===== config.mk =====
export PLATFORM = sky130hd
export DESIGN_NAME = vec_prio_ctrl
export DESIGN_NICKNAME = d
export VERILOG_FILES = /design/src/rtl/vpc_pkg.sv /design/src/rtl/vpc_fls.sv /design/src/rtl/vpc_prio.sv /design/src/rtl/vpc_vec_state.sv /design/src/rtl/vec_prio_ctrl.sv
export SDC_FILE = /design/constraint.sdc
export NUM_CORES = 2
export LEC_CHECK = 0
export BUFFER_PORTS_ARGS = -buffer_cell sky130_fd_sc_hd__buf_2
export CAP_MARGIN = 30
export CORE_ASPECT_RATIO = 2
export CORE_MARGIN = 2
export CORE_UTILIZATION = 50
export DETAILED_ROUTE_END_ITERATION = 7
export PLACE_DENSITY = 0.65
export SLEW_MARGIN = 20
export SYNTH_ARGS = -nofsm -noshare
export SYNTH_HDL_FRONTEND = slang
export SYNTH_SLANG_ARGS = --single-unit
export TNS_END_PERCENT = 30

===== constraint.sdc =====
create_clock -name clk_i -period 8.35 [get_ports clk_i]
set_input_delay 1.2525 -clock clk_i [delete_from_list [all_inputs] [get_ports clk_i]]
set_output_delay 1.2525 -clock clk_i [all_outputs]
set_load 0.005 [all_outputs]

===== src/rtl/vpc_pkg.sv =====
package vpc_pkg;
  typedef enum logic [1:0] {
    ACK_IDLE = 2'd0,
    ACK_SPUR = 2'd1,
    ACK_TAKE = 2'd2
  } ack_kind_e;
endpackage


===== src/rtl/vpc_fls.sv =====
// Find-last-set over N_WORDS x WORD_W bits; index 0 when empty.
module vpc_fls #(
  parameter int N_WORDS = 8,
  parameter int WORD_W  = 32,
  localparam int WIW    = $clog2(WORD_W),
  localparam int SW     = $clog2(N_WORDS),
  localparam int IW     = WIW + SW
) (
  input  logic [N_WORDS*WORD_W-1:0] bits_i,
  output logic                      any_o,
  output logic [IW-1:0]             idx_o
);
  logic [N_WORDS-1:0]           w_any;
  logic [N_WORDS-1:0][WIW-1:0]  w_idx;
  logic [SW-1:0]                sel;

  for (genvar w = 0; w < N_WORDS; w++) begin : g_word
    logic [WORD_W-1:0] word;
    logic [WIW-1:0]    loc;
    assign word     = bits_i[w*WORD_W +: WORD_W];
    assign w_any[w] = |word;
    always_comb begin
      loc = '0;
      for (int b = 0; b < WORD_W; b++) begin
        if (word[b]) loc = WIW'(b);
      end
    end
    assign w_idx[w] = loc;
  end

  always_comb begin
    sel = '0;
    for (int w = 0; w < N_WORDS; w++) begin
      if (w_any[w]) sel = SW'(w);
    end
  end

  assign any_o = |w_any;
  assign idx_o = {sel, w_idx[sel]};
endmodule


===== src/rtl/vpc_prio.sv =====
// Processor priority, interrupt decision, acknowledge blocking.
module vpc_prio #(
  parameter int VEC_W = 8,
  parameter int CLS_W = 4
) (
  input  logic [VEC_W-1:0] tpr_i,
  input  logic             en_i,
  input  logic             irr_any_i,
  input  logic [VEC_W-1:0] irr_hi_i,
  input  logic             isr_any_i,
  input  logic [VEC_W-1:0] isr_hi_i,
  output logic             irq_o,
  output logic             ack_block_o
);
  localparam int LOW_W = VEC_W - CLS_W;

  logic [CLS_W-1:0] tpr_cls, isr_cls, irr_cls, ppr_cls;
  logic [VEC_W-1:0] ppr;

  assign tpr_cls = tpr_i[VEC_W-1 -: CLS_W];
  assign irr_cls = irr_hi_i[VEC_W-1 -: CLS_W];
  assign isr_cls = isr_any_i ? isr_hi_i[VEC_W-1 -: CLS_W] : '0;
  assign ppr     = (tpr_cls >= isr_cls) ? tpr_i : {isr_cls, {LOW_W{1'b0}}};
  assign ppr_cls = ppr[VEC_W-1 -: CLS_W];

  assign irq_o = en_i && irr_any_i && ((ppr == '0) || (irr_cls > ppr_cls));

  // full-width compare against task priority, not class
  assign ack_block_o = !en_i || !irr_any_i ||
                       ((tpr_i != '0) && (irr_hi_i <= tpr_i));
endmodule


===== src/rtl/vpc_vec_state.sv =====
// Pending / in-service / trigger vectors; clears applied before sets.
module vpc_vec_state #(
  parameter int NUM_VEC = 256,
  localparam int VEC_W  = $clog2(NUM_VEC)
) (
  input  logic               clk_i,
  input  logic               rst_ni,
  input  logic               req_valid_i,
  input  logic [VEC_W-1:0]   req_vector_i,
  input  logic               req_level_i,
  input  logic               ack_take_i,
  input  logic [VEC_W-1:0]   ack_idx_i,
  input  logic               eoi_take_i,
  input  logic [VEC_W-1:0]   eoi_idx_i,
  output logic [NUM_VEC-1:0] irr_o,
  output logic [NUM_VEC-1:0] isr_o,
  output logic [NUM_VEC-1:0] tmr_o
);
  logic [NUM_VEC-1:0] irr_q, isr_q, tmr_q;
  logic [NUM_VEC-1:0] irr_d, isr_d, tmr_d;

  always_comb begin
    irr_d = irr_q;
    isr_d = isr_q;
    tmr_d = tmr_q;
    if (ack_take_i) irr_d[ack_idx_i] = 1'b0;
    if (eoi_take_i) isr_d[eoi_idx_i] = 1'b0;
    if (ack_take_i) isr_d[ack_idx_i] = 1'b1;
    if (req_valid_i) begin
      irr_d[req_vector_i] = 1'b1;
      tmr_d[req_vector_i] = req_level_i;
    end
  end

  always_ff @(posedge clk_i or negedge rst_ni) begin
    if (!rst_ni) begin
      irr_q <= '0;
      isr_q <= '0;
      tmr_q <= '0;
    end else begin
      irr_q <= irr_d;
      isr_q <= isr_d;
      tmr_q <= tmr_d;
    end
  end

  assign irr_o = irr_q;
  assign isr_o = isr_q;
  assign tmr_o = tmr_q;
endmodule


===== src/rtl/vec_prio_ctrl.sv =====
module vec_prio_ctrl
  import vpc_pkg::*;
#(
  parameter int N_WORDS  = 8,
  parameter int WORD_W   = 32,
  parameter int CLS_W    = 4,
  localparam int NUM_VEC = N_WORDS * WORD_W,
  localparam int VEC_W   = $clog2(NUM_VEC)
) (
  input  logic             clk_i,
  input  logic             rst_ni,
  input  logic             req_valid_i,
  input  logic [VEC_W-1:0] req_vector_i,
  input  logic             req_level_i,
  input  logic             ack_req_i,
  output logic             ack_valid_o,
  output logic [VEC_W-1:0] ack_vector_o,
  output logic             ack_level_o,
  input  logic             eoi_i,
  input  logic             tpr_we_i,
  input  logic [VEC_W-1:0] tpr_wdata_i,
  input  logic             svr_we_i,
  input  logic [VEC_W:0]   svr_wdata_i,
  output logic             irq_o
);
  localparam logic [VEC_W:0] SVR_RST = {1'b0, {VEC_W{1'b1}}};

  logic [NUM_VEC-1:0] irr_q, isr_q, tmr_q;
  logic               irr_any, isr_any, ack_block;
  logic [VEC_W-1:0]   irr_hi, isr_hi;
  logic [VEC_W-1:0]   tpr_q;
  logic [VEC_W:0]     svr_q;
  ack_kind_e          ack_kind;
  logic               ack_valid_q, ack_level_q;
  logic [VEC_W-1:0]   ack_vector_q;

  vpc_fls #(.N_WORDS(N_WORDS), .WORD_W(WORD_W)) u_irr_fls (
    .bits_i(irr_q), .any_o(irr_any), .idx_o(irr_hi)
  );

  vpc_fls #(.N_WORDS(N_WORDS), .WORD_W(WORD_W)) u_isr_fls (
    .bits_i(isr_q), .any_o(isr_any), .idx_o(isr_hi)
  );

  vpc_prio #(.VEC_W(VEC_W), .CLS_W(CLS_W)) u_prio (
    .tpr_i       (tpr_q),
    .en_i        (svr_q[VEC_W]),
    .irr_any_i   (irr_any),
    .irr_hi_i    (irr_hi),
    .isr_any_i   (isr_any),
    .isr_hi_i    (isr_hi),
    .irq_o       (irq_o),
    .ack_block_o (ack_block)
  );

  always_comb begin
    if (!ack_req_i)     ack_kind = ACK_IDLE;
    else if (ack_block) ack_kind = ACK_SPUR;
    else                ack_kind = ACK_TAKE;
  end

  vpc_vec_state #(.NUM_VEC(NUM_VEC)) u_state (
    .clk_i        (clk_i),
    .rst_ni       (rst_ni),
    .req_valid_i  (req_valid_i),
    .req_vector_i (req_vector_i),
    .req_level_i  (req_level_i),
    .ack_take_i   (ack_kind == ACK_TAKE),
    .ack_idx_i    (irr_hi),
    .eoi_take_i   (eoi_i && isr_any),
    .eoi_idx_i    (isr_hi),
    .irr_o        (irr_q),
    .isr_o        (isr_q),
    .tmr_o        (tmr_q)
  );

  always_ff @(posedge clk_i or negedge rst_ni) begin
    if (!rst_ni) begin
      tpr_q <= '0;
      svr_q <= SVR_RST;
    end else begin
      if (tpr_we_i) tpr_q <= tpr_wdata_i;
      if (svr_we_i) svr_q <= svr_wdata_i;
    end
  end

  always_ff @(posedge clk_i or negedge rst_ni) begin
    if (!rst_ni) begin
      ack_valid_q  <= 1'b0;
      ack_vector_q <= '0;
      ack_level_q  <= 1'b0;
    end else begin
      ack_valid_q <= (ack_kind != ACK_IDLE);
      unique case (ack_kind)
        ACK_TAKE: begin
          ack_vector_q <= irr_hi;
          ack_level_q  <= tmr_q[irr_hi];
        end
        ACK_SPUR: begin
          ack_vector_q <= svr_q[VEC_W-1:0];
          ack_level_q  <= 1'b0;
        end
        default: ;
      endcase
    end
  end

  assign ack_valid_o  = ack_valid_q;
  assign ack_vector_o = ack_vector_q;
  assign ack_level_o  = ack_level_q;
endmodule


; ---- Yosys cells after proc, flatten, opt, wreduce, memory -nomap -nowiden
; Cells that the tools add are included.
; W data, S select, Z words.
[op_classes]
magnitude_cmp = 11
eq_ne = 2
n_mux = 533
bitwise = 6
n_reduce_logical = 32
[ops]
columns = cell, count
row1 = $mux W5, 258
row2 = $mux W256, 4
row3 = $mux W4, 129
row4 = $and A256 B256 Y256, 2
row5 = $not A256 Y256, 2
row6 = $or A256 B256 Y256, 2
row7 = $reduce_or A256 Y1, 2
row8 = $reduce_or A32 Y1, 14
row9 = $bwmux W256, 1
row10 = $mux W3, 72
row11 = $mux W2, 38
row12 = $bmux W5 S3, 2
row13 = $lt A8 B9 Y1 const B, 3
row14 = $demux W1 S8, 3
row15 = $ge A8 B1 Y1 const B, 3
row16 = $mux W1, 22
row17 = $pmux W8 S2, 1
row18 = $bmux W1 S8, 1
row19 = $le A8 B8 Y1, 1
row20 = $logic_not A8 Y1, 1
row21 = $lt A3 B4 Y1 const B, 2
row22 = $mux W8, 1
row23 = $reduce_bool A8 Y1, 1
row24 = $logic_and A1 B1 Y1, 7
row25 = 8 further kinds, 12
[totals]
register_bits = 795
input_bits = 33
output_inout_bits = 11
word_cells = 592

; ---- Depth between registers and ports, before layout
[depth]
word_depth = 42
ltp_mapped = 29
depth_no_buf = 26

; ---- Modules after synthesis
; Synthesis repeated with hierarchy kept, for this count alone.
[unflattened]
cells_unflattened = 4190
area_unflattened_um2 = 42834.8
[modules_own_cells]
columns = mod, n_inst, cells_per_inst, area_each_um2, seq_area_each_um2
row1 = vpc_vec_state, 1, 2789, 32732.6, 19218.4
row2 = vpc_fls, 2, 535, 3066.7, 0.0
row3 = vec_prio_ctrl, 1, 260, 3447.1, 685.7
row4 = vpc_prio, 1, 71, 521.8, 0.0

; ---- Least setup slack after synthesis
; OpenSTA, ideal clock, no wires.
[synth_timing]
path_kind = reg2out
start = reg u_state.isr_q[204], in the netlist u_state.isr_o[204]
end = out irq_o
arrival_ps = 5715
path_slack_ps = 1382
stages_incl_launch_ff = 29
n_path_buf = 2
path_cell_list = dfrtp_1 > or4_1 > nor2_1 > nand4_1 > nor3_1 > o21ai_1 > nand2_2 > buf_2 > mux4_2 > o21bai_1 > a21oi_1 > o21ai_1 > inv_1 > buf_2 > ha_1 > nand2b_1 > a21o_1 > a21o_1 > a21oi_1 > nor2_1 > a21oi_1 > ha_1 > nor2b_1 > o21ai_0 > nand2b_1 > a21oi_1 > a41o_1 > o21ai_0 > and2_1
[synth_via]
elab_chain_cells = 11
elab_cells_between_ends = 13
cone_classes = order compare: 2 / mux: 6 / reduce/logical: 5
[synth_rtl]
columns = item, line_no
row1 = "start, declared", vpc_vec_state.sv:19  ; logic [NUM_VEC-1:0] irr_q, isr_q, tmr_q;
row2 = "start signal, assigned", vpc_vec_state.sv:42  ; isr_q <= isr_d;
row3 = $reduce_or A32 Y1, vpc_fls.sv:21  ; assign w_any[w] = |word;
row4 = $mux W3 (2 in series), vpc_fls.sv:34  ; if (w_any[w]) sel = SW'(w);
row5 = $bmux W5 S3, vpc_fls.sv:39  ; assign idx_o = {sel, w_idx[sel]};
row6 = $mux W5 (not written as such), vpc_fls.sv:39
row7 = $mux W4 (*), vpc_prio.sv:22  ; assign isr_cls = isr_any_i ? isr_hi_i[VEC_W-1 -: CLS_W] : '0;
row8 = $ge A4 B4 Y1, vpc_prio.sv:23  ; assign ppr = (tpr_cls >= isr_cls) ? tpr_i : {isr_cls, {LOW_W{1'b0}}};
row9 = $mux W8 (*), vpc_prio.sv:23
row10 = $gt A4 B4 Y1 or $logic_not A8 Y1 (tied branches), vpc_prio.sv:26  ; assign irq_o = en_i && irr_any_i && ((ppr == '0) || (irr_cls > ppr_cls));
row11 = $logic_or A1 B1 Y1 (*), vpc_prio.sv:26
row12 = $logic_and A1 B1 Y1 (*), vpc_prio.sv:26
row13 = "end, declared", vec_prio_ctrl.sv:24  ; output logic irq_o
; Mark *: on every way between the ends. The rest lies on a longest branch, timed or not. The select of a mux whose other input is x is not followed.

; ---- Final worst setup path
; Ends and elaborated chain as after synthesis.

==> results.toml <==
[status]
status = "completed"

[timing]
rsz0062_at_grt = "false"
max_slew.worst_pin.slew_ns = 1.14
report.final.slew_viol_count = 0
timing.slew.headroom_pct = 23.6
fin_crit_ns = 7.91
clock_skew_ns = 0.0264
setup_tns_ns = 0
timing.final.crit_share_pct = 94.7
setup_viol = 0
setup_slack_ns = 0.444
fmax_mhz = 126
hold_viol_final = 0

[power]
ir_drop_mv = 0.320
clkPwrFrac_pct = 23.1
intPower_mw = 8.22
p_leak_nw = 19.1
p_sw_share_pct = 47.1
p_seq_share_pct = 29.1
combPwrFrac_pct = 47.9
switchingPower_mw = 7.31
powerDensity_nw_per_um2 = 351

[detailed_routing]
wl_per_cell_um = 27.5
drc_errors = 0
routed_wl_mm = 147
dr.pass1.iters = 6
via_per_inst = 6.58
ant_nets = 0
dr.first_iter.drc_count = 2606
num_vias = 35100

[setup_path]
cp_max_fo = 8
crit_type = "flop to output pin"
crit_start = "u_state.isr_o[204]"
cp_top_family = "simple AND/OR/NAND/NOR gates"
crit_slowest_cell = "mux4_2"
cpPeakStageDelay_ns = 0.57
worstSetupEndpointType = "output pin"
crit_top_cell = "a21oi_1"
r2r_slack_ns = 1.51
critPathBufInv = 3
startpoint_type = "flop"
crit_arrival_ns = 6.65
ff2ff_path_depth = 25
worstReg2RegStart = "u_state.irr_o[176]"
cp.depth = 28
r2r_end = "u_state.isr_o[25]"
critical_path_required_ns = 7.10

[worst_hold_path]
min_from = "u_state.tmr_o[0]"
hold_class = "flop to flop"
hold_depth = 1
min_to = "u_state.tmr_o[0]"

[floorplanning]
dieWidth_um = 205
dieHeight_um = 405
fp.coreArea_um2 = 80000
dieArea_um2 = 82900
rows = 147
ios = 44
start_util_pct = 50.3

[clock_tree]
numCtsBuffers = 73
clk_pin_slew_ns = 0.07
insertion_delay_ns = 0.68
cts_root_buffer = "clkbuf_16"
holdBufCountCts = 0
htreeDepth = 3
clockBufferDepth = 3
cts_tree = "built"
post-cts-setup-buffers = 0
cts.sinks = 795

[placed_design]
pre_cts_ws_ns = 1.22
dp_hpwl_mm = 94.0
place.gp.congestion = 1.01
port_buffers = 43

[final_layout]
syn_to_final_growth_pct = 10.1
layout_common_cells = "o21ai_0 (1073), dfrtp_1 (787), nor2_1 (505), mux2_2 (283), nand2_1 (167)"
drive_gt1_share_pct = 15.4
finalNetCount = 4294
layout_commonest_cell = "o21ai_0"

[global_routing]
grt_antenna_before_repair = 2
grt_max_degree = 169
grt-ovfl-total = 0
grt_pass1_vias = 36200
grt_pass1_wl_mm = 220
grt_use_total_pct = 35.6

[synthesis]
synth_nets = 4342
ys_ff_latch = 795
synth-edff-count = 0
async_flop_share_pct = 100
syn_inst = 4293
synth_cell_types = 85
ys_warn_count = 0
yosysSeqAreaShare_pct = 49.5
syn-cell-area_um2 = 40200
syn_area_per_cell_um2 = 9.37
ys.flop_type = "dfrtp_1"

[flow_run]
drv_cap = 0
## through the flow
step | hold slack [ns] | instances | util (%) | total power, mW | instance area (µm²)
2_1_floorplan | 0.462 | 4293 | - | 8.54 | 40200
3_3_place_gp | 0.481 | 5195 | 51.9 | 11.6 | 41500
3_5_place_dp | 0.490 | 5209 | 52.2 | 11.7 | 41700
4_1_cts | 0.505 | 5339 | 55.3 | 15.3 | 44200
5_1_grt | 0.514 | 5343 | 55.3 | 15.9 | 44300
6_report | 0.501 | 5344 | 55.3 | 15.5 | 44300
## state kept, by name, summed over array words and instances (netlist names)
register and cells:
ack_level_o 1, ack_valid_o 1, ack_vector_o 8, svr_q 9, tpr_q 8, u_state.irr_o 256
u_state.isr_o 256, u_state.tmr_o 256
## layout make-up
type,instances,area [µm²]
clock buffer,93,2000
timing repair buffer,173,1410
inverter,124,468
antenna,1,2.50
clock inverter,37,465
sequential,795,19900
fill,7279,35700
multi-input combinational,3078,18700
tap,1043,1310
## cells by family after synthesis
family / share of synthesized area [%]
mux: 11.3
simple gates: 12.7
buf+inv: 4.25
flops: 49.5
fa+ha+maj: 0.498
compound gates: 21.7
## layer usage
layer  share of wire [%]  up-vias  wire (µm)  GRT usage [%]
met5                   0        -          0              0
li1                    -    15400          -              -
met2                  50     1616      73400           61.2
met1                  33    17400      48900           37.1
met4                  10        0      14900           31.9
met3                 6.4      703       9410           5.83
## synthesized netlist by cell type, types with 6 or more instances
library cell,n,area share (%)
mux2_2,283,7.9
or2_2,7,0.11
nand2_1,192,1.8
nor3_1,68,0.85
nor4_1,116,1.8
a221oi_1,8,0.17
o21bai_1,29,0.54
or4_1,26,0.49
inv_1,118,1.1
buf_6,8,0.22
nor2b_1,31,0.48
ha_1,16,0.50
a21o_1,8,0.15
o311ai_0,14,0.30
a31oi_1,16,0.25
nand3_1,57,0.71
mux2i_1,134,3.3
clkbuf_1,262,2.4
nand4_1,25,0.39
o211ai_1,15,0.28
buf_2,12,0.15
a311oi_1,12,0.26
o31ai_1,58,1.1
buf_4,9,0.17
or3_1,12,0.19
a2111oi_0,18,0.39
nor2_1,505,4.7
a221o_1,8,0.20
o21ai_1,19,0.24
nand2b_1,15,0.23
dfstp_2,8,0.52
and2_1,12,0.19
a21boi_0,11,0.21
o21ai_0,1073,13
nor4_2,6,0.19
o21a_1,8,0.15
dfrtp_1,787,49
o22ai_1,7,0.11
a21oi_1,126,1.6
a211oi_1,36,0.67
a22oi_1,17,0.32
## worst max-delay path by stage
stage             to  slack, ns
2_1_floorplan  irq_o       1.38
3_3_place_gp   irq_o       1.16
3_5_place_dp   irq_o       1.22
4_1_cts        irq_o       0.49
5_1_grt        irq_o       0.04
6_report       irq_o       0.44
## power by group through the flow
stage	Sequential, mW	Combinational, mW	Clock [mW]
finish	4.51	7.44	3.58
global route	4.56	7.63	3.75
CTS	4.50	7.15	3.62
detailed placement	4.57	7.14	0
global placement	4.55	7.00	0
floorplan	4.48	4.06	0
## repair_timing
action                     CTS  global route
setup endpoints to repair    0             1
resized for setup            0             1
hold endpoints to repair     0             0
Note: power is estimated with default switching activity, not from simulation.
